File: config.mk
export PLATFORM = sky130hd
export DESIGN_NAME = dual_rail_reset_sup
export DESIGN_NICKNAME = d
export VERILOG_FILES = /design/src/rtl/rsv_pkg.sv /design/src/rtl/rsv_delay_map.sv /design/src/rtl/rsv_channel.sv /design/src/rtl/dual_rail_reset_sup.sv
export SDC_FILE = /design/constraint.sdc
export NUM_CORES = 1
export LEC_CHECK = 0
export BUFFER_PORTS_ARGS = -buffer_cell sky130_fd_sc_hd__buf_2
export CORE_MARGIN = 3
export CORE_UTILIZATION = 56
export DETAILED_ROUTE_END_ITERATION = 10
export GPL_ROUTABILITY_DRIVEN = 0
export PLACE_DENSITY_LB_ADDON = 0.05
export SYNTH_ARGS = -nofsm -noshare
export SYNTH_HDL_FRONTEND = slang
export SYNTH_SLANG_ARGS = --single-unit
File: constraint.sdc
create_clock -name clk -period 3.9 [get_ports clk]
set_input_delay 0.39 -clock clk [delete_from_list [all_inputs] [get_ports clk]]
set_output_delay 0.39 -clock clk [all_outputs]
set_load 0.01 [all_outputs]
File: src/rtl/rsv_pkg.sv
package rsv_pkg;

    // Per-channel supervisor states
    typedef enum logic [1:0] {
        ST_HOLD    = 2'd0,  // reset low, timer idle
        ST_RELEASE = 2'd1,  // reset low, counting release delay
        ST_ACTIVE  = 2'd2,  // reset released
        ST_QUALIFY = 2'd3   // reset released, qualifying a dropout
    } rsv_state_e;

endpackage

File: src/rtl/rsv_delay_map.sv
module rsv_delay_map #(
    parameter int SEL_W     = 4,
    parameter int MIN_TICKS = 1000,
    parameter int MAX_TICKS = 10000,
    parameter int CNT_W     = 14
) (
    input  logic [SEL_W-1:0] sel_i,
    output logic [CNT_W-1:0] ticks_o
);

    // Linear map: lowest code -> MIN_TICKS, highest code -> MAX_TICKS
    localparam int STEPS = (1 << SEL_W) - 1;
    localparam int STEP  = (MAX_TICKS - MIN_TICKS) / STEPS;

    localparam logic [CNT_W-1:0] BASE_V = CNT_W'(MIN_TICKS);
    localparam logic [CNT_W-1:0] STEP_V = CNT_W'(STEP);

    always_comb begin
        ticks_o = BASE_V + (CNT_W'(sel_i) * STEP_V);
    end

endmodule

File: src/rtl/rsv_channel.sv
module rsv_channel
    import rsv_pkg::*;
#(
    parameter int CNT_W     = 14,
    parameter int ACT_TICKS = 20
) (
    input  logic             clk_i,
    input  logic             rst_i,
    input  logic             tick_i,
    input  logic             uv_i,
    input  logic             stby_fail_i,
    input  logic [CNT_W-1:0] dly_ticks_i,
    output logic             rst_n_o
);

    localparam logic [CNT_W-1:0] ACT_LAST = CNT_W'(ACT_TICKS - 1);
    localparam logic [CNT_W-1:0] ONE      = CNT_W'(1);

    rsv_state_e       state_q, state_d;
    logic [CNT_W-1:0] cnt_q, cnt_d;
    logic             released;

    // State register
    always_ff @(posedge clk_i) begin
        if (rst_i) begin
            state_q <= ST_HOLD;
            cnt_q   <= '0;
        end else begin
            state_q <= state_d;
            cnt_q   <= cnt_d;
        end
    end

    // Next-state and timer logic
    always_comb begin
        state_d = state_q;
        cnt_d   = cnt_q;
        unique case (state_q)
            ST_HOLD: begin
                cnt_d = '0;
                if (!stby_fail_i && !uv_i) begin
                    state_d = ST_RELEASE;
                end
            end
            ST_RELEASE: begin
                if (stby_fail_i || uv_i) begin
                    state_d = ST_HOLD;
                    cnt_d   = '0;
                end else if (tick_i) begin
                    if (cnt_q >= dly_ticks_i - ONE) begin
                        state_d = ST_ACTIVE;
                        cnt_d   = '0;
                    end else begin
                        cnt_d = cnt_q + ONE;
                    end
                end
            end
            ST_ACTIVE: begin
                cnt_d = '0;
                if (stby_fail_i) begin
                    state_d = ST_HOLD;
                end else if (uv_i) begin
                    state_d = ST_QUALIFY;
                end
            end
            ST_QUALIFY: begin
                if (stby_fail_i) begin
                    state_d = ST_HOLD;
                    cnt_d   = '0;
                end else if (!uv_i) begin
                    state_d = ST_ACTIVE;
                    cnt_d   = '0;
                end else if (tick_i) begin
                    if (cnt_q == ACT_LAST) begin
                        state_d = ST_HOLD;
                        cnt_d   = '0;
                    end else begin
                        cnt_d = cnt_q + ONE;
                    end
                end
            end
            default: begin
                state_d = ST_HOLD;
                cnt_d   = '0;
            end
        endcase
    end

    // Output decode: standby failure overrides without waiting for a clock
    always_comb begin
        released = (state_q == ST_ACTIVE) || (state_q == ST_QUALIFY);
        rst_n_o  = released && !stby_fail_i;
    end


    after_reset_low_chk: assert property (@(posedge clk_i) disable iff (rst_i)
        $past(rst_i) |-> !rst_n_o);


    release_source_chk: assert property (@(posedge clk_i) disable iff (rst_i)
        $rose(rst_n_o) |-> ($past(!uv_i) && $past(state_q == ST_RELEASE)));


    assert_source_chk: assert property (@(posedge clk_i) disable iff (rst_i)
        ($fell(rst_n_o) && !stby_fail_i) |-> ($past(uv_i) || $past(stby_fail_i)));


    dropout_restart_chk: assert property (@(posedge clk_i) disable iff (rst_i)
        (state_q == ST_RELEASE && uv_i) |=> (state_q == ST_HOLD && cnt_q == '0));


    stby_exit_low_chk: assert property (@(posedge clk_i) disable iff (rst_i)
        $fell(stby_fail_i) |-> !rst_n_o);


    no_tick_freeze_chk: assert property (@(posedge clk_i) disable iff (rst_i)
        (state_q == ST_RELEASE && !tick_i && !uv_i && !stby_fail_i) |=> $stable(cnt_q));

endmodule

File: src/rtl/dual_rail_reset_sup.sv
module dual_rail_reset_sup
    import rsv_pkg::*;
#(
    parameter int NUM_CH    = 2,
    parameter int SEL_W     = 4,
    parameter int MIN_TICKS = 1000,
    parameter int MAX_TICKS = 10000,
    parameter int ACT_TICKS = 20
) (
    input  logic              clk,
    input  logic              rst,
    input  logic              tick_us,
    input  logic [NUM_CH-1:0] rail_uv,
    input  logic              stby_fail,
    input  logic [SEL_W-1:0]  dly_sel,
    output logic [NUM_CH-1:0] rst_n
);

    localparam int CNT_W = $clog2(MAX_TICKS + 1);

    logic [CNT_W-1:0] dly_ticks;

    // Shared delay setting
    rsv_delay_map #(
        .SEL_W    (SEL_W),
        .MIN_TICKS(MIN_TICKS),
        .MAX_TICKS(MAX_TICKS),
        .CNT_W    (CNT_W)
    ) u_map (
        .sel_i  (dly_sel),
        .ticks_o(dly_ticks)
    );

    // One independent supervisor per rail
    generate
        for (genvar g = 0; g < NUM_CH; g++) begin : g_ch
            rsv_channel #(
                .CNT_W    (CNT_W),
                .ACT_TICKS(ACT_TICKS)
            ) u_chan (
                .clk_i      (clk),
                .rst_i      (rst),
                .tick_i     (tick_us),
                .uv_i       (rail_uv[g]),
                .stby_fail_i(stby_fail),
                .dly_ticks_i(dly_ticks),
                .rst_n_o    (rst_n[g])
            );
        end
    endgenerate

endmodule

==> impl_metrics.yaml <==
synth:
  synth-seq-cells: 32
  syn_inst: 330
  synth-compound-area-share: 0.185
  synth-simple-area-share: 0.269
  yosysWarnings: 0
  ys_seq_area_frac: 0.227
  synth_top_family_by_area: "simple AND/OR/NAND/NOR gates"
  synthAdderAreaFrac: 0.149
  syn_area_per_cell_um2: 8.53
  synth_fp_nets: 373
  synthXorXnorAreaFrac: 0.121
  async_flop_share: 0
  synthDistinctLibCells: 65
  synth_area_mm2: 0.00282
  synth_edf_count: 0
  synth.area.mux_share: 0
  synth_flop_cell: "dfxtp_1"
placed_design:
  dp.cells: 441
  io_buffers: 11
  hpwlAfterDp_mm: 5.04
critical_path:
  r2r_setup_slack_ns: 1.15
  cp.arrival_ns: 4.27
  critical_path_required_ns: 4.08
  criticalPathCategory: "in2reg"
  cp_max_fo: 5
  r2r_cells: 11
  regToRegStartpoint: "g_ch[0].u_chan.cnt_q[0]"
  cp-end-kind: "flip-flop"
  start_kind: "primary input"
  worstReg2RegEnd: "g_ch[0].u_chan.state_q[1]"
clocking:
  h-tree-depth: 2
  clkLatencyLatePin_ns: 0.28
  root_buffer: "clkbuf_8"
  clock_path_buffers: 2
  cts_hold_buf: 0
  cts_buffers: 5
  clock-sinks: 32
  clkTransAtPathRegs_ns: 0.07
  cts_tree: "yes"
timing:
  finalWorstSetupSlack_ns: -0.188
  fin_crit_ns: 4.09
  fin_skew_ns: 0.00719
  slew_viol_final: 0
  slew_headroom: 0.584
  max_freq_mhz: 245
  finalCritPeriodShare: 1.05
  finalHoldViolCount: 0
  setup_viol: 31
  holdWs_ns: 0.420
  tightest_slew_ns: 0.620
  rsz0062_at_grt: "yes"
power_and_ir_drop:
  p_switching_uw: 343
  p_int_uw: 677
  leakage_nw: 1.51
  power_frac_seq: 0.325
  powerDensity_mw_per_mm2: 279
  power_frac_clock: 0.232
  pwr-share-comb: 0.444
  ir_drop_mv: 0.211
  switching_share: 0.336
  finalPower_mw: 1.02
floorplan:
  initial_core_util: 0.588
  pin_count: 12
  chipHeight_um: 76.9
  die_x_um: 76.9
  rows: 25
  core_area_mm2: 0.00479
  die-area_mm2: 0.00592
global_routing:
  grt_pass1_vias: 2623
  grt_max_degree: 14
  grt_pass1_wl_mm: 11.8
  grt_antenna_before_repair: 0
  grt_overflow_total: 0
  grt.total_usage: 0.243
final_layout:
  layout.nets: 435
  fin_util: 0.763
  multiInputGateArea_mm2: 0.00229
  drive_above_1_share: 0.337
  diodes: 0
  num-fill-cells: 366
  area_delta_synth_final_pct: 29.6
  seq_area_um2: 641
  final_common_cell: "buf_4"
  fin_cells: 459
  mostFrequentLayoutCells: "buf_4, dfxtp_1, nor2_1"
routing:
  dr_total_vias: 2645
  drtIter0Drc: 118
  viasPerCell: 5.76
  post-route-drc-count: 0
  first_pass_iters: 4
  ant_nets: 0
  wirelength_mm: 6.88
  routedWlPerCell_um: 15.0
worst_hold_path:
  min_path_cells: 2
  min_to: "g_ch[0].u_chan.cnt_q[0]"
  hold_path_class: "in2reg"
  hold_start: "rst"
flow_run:
  cap_violations: 0
outcome:
  status: "finished with violations"
  violations: "negative setup slack"
## synth_stat cells, types with 2 or more instances
cell type  instances  share of area
o221a_2            2         0.0080
o21a_1             2         0.0053
a21oi_1           11          0.020
nand4b_1           2         0.0062
ha_1              32           0.14
nor2_1            30          0.040
nand2_1           20          0.027
o21ai_0            7          0.012
o211a_1            2         0.0071
nand4_1           16          0.036
inv_1             16          0.021
a211oi_1           3         0.0080
xor2_1            24          0.075
xnor2_1           10          0.031
or3_1              7          0.016
a211oi_2           3          0.013
nand2b_1           7          0.016
and3_1             7          0.016
buf_4              4          0.011
nor4b_1            3         0.0093
clkbuf_1           3         0.0040
dfxtp_1           32           0.23
o221ai_1           2         0.0062
o2111a_1           2         0.0080
nor2b_1            4         0.0089
nand3_1           12          0.021
o31ai_1            2         0.0053
o211ai_1           5          0.013
a31o_2             3         0.0093
a31oi_1            4         0.0089
nor3_1             7          0.012
nor2_2            12          0.027
nor4_1             2         0.0044
## worst max path at each step
stage / startpoint / end / slack (ns) / cells past startpoint
global route: dly_sel[2] / g_ch[0].u_chan.state_q[1] / -0.39 / 22
CTS: dly_sel[2] / g_ch[0].u_chan.state_q[1] / -0.12 / 21
detailed placement: dly_sel[2] / g_ch[0].u_chan.cnt_q[13] / -0.65 / 21
floorplan: dly_sel[3] / g_ch[0].u_chan.state_q[1] / -0.12 / 19
finish: dly_sel[2] / g_ch[0].u_chan.state_q[1] / -0.19 / 22
global placement: dly_sel[2] / g_ch[0].u_chan.cnt_q[2] / -0.48 / 21
## sequential cells by signal (all words and copies together), names as in the netlist
register             flops
g_ch.u_chan.state_q      4
g_ch.u_chan.cnt_q       28
## power groups by stage
stage,clock network [mW],registers [mW],logic (mW)
global placement,0,0.338,0.359
finish,0.236,0.331,0.452
global route,0.259,0.331,0.491
CTS,0.242,0.331,0.410
detailed placement,0,0.338,0.366
floorplan,0,0.338,0.221
## per-layer routing
layer  up-vias  global-route usage  wire [um]
met1      1244               0.306       3150
met2        52               0.422       3380
met3        10              0.0364        230
met4         0              0.0779        121
li1       1339                   -          -
met5         -                   0          0
## cell type report
type                            instances  share of cell area
Clock buffer                            6              0.0199
Tap cell                               67              0.0230
Multi-Input combinational cell        273               0.626
Sequential cell                        32               0.175
Inverter                               16              0.0171
Clock inverter                          1             0.00137
Timing Repair Buffer                   64               0.137
## critical path: stages
cell and delay (ns):
buf_8 0.10, ha_4 0.25, inv_2 0.03, fa_2 0.55
inv_2 0.05, ha_4 0.17, a211oi_4 0.24, buf_6 0.15
nor2_4 0.05, o2111a_2 0.28, xnor2_2 0.15, ha_1 0.32
nand3_2 0.09, a211oi_2 0.19, a211o_1 0.17, nor2b_1 0.14
o31ai_1 0.08, o211ai_1 0.13, a211oi_2 0.07, buf_4 0.16
o311a_1 0.28, a31o_2 0.21
## what timing repair did
action,in CTS,in global routing
cloned,1,0
endpoints found under the hold margin,0,0
resized for setup,28,18
buffers inserted,7,5
pin swaps,35,21
setup endpoints to repair,32,32
## cell families after synthesis
group | after synthesis
flops | 32
compound gates | 63
xor+xnor | 36
fa+ha+maj | 33
buf+inv | 26
simple gates | 140
## metrics by stage
| stage | area, um^2 | setup slack (ns) | TNS [ns] |
|---|---|---|---|
| 5_1_grt | 3650 | -0.387 | -8.01 |
| 2_1_floorplan | 2870 | -0.122 | -1.03 |
| 4_1_cts | 3550 | -0.117 | -0.969 |
| 3_5_place_dp | 3250 | -0.647 | -15.50 |
| 3_3_place_gp | 3250 | -0.482 | -11.94 |
| 6_report | 3650 | -0.188 | -2.67 |
Note: power is estimated with default switching activity, not from simulation.
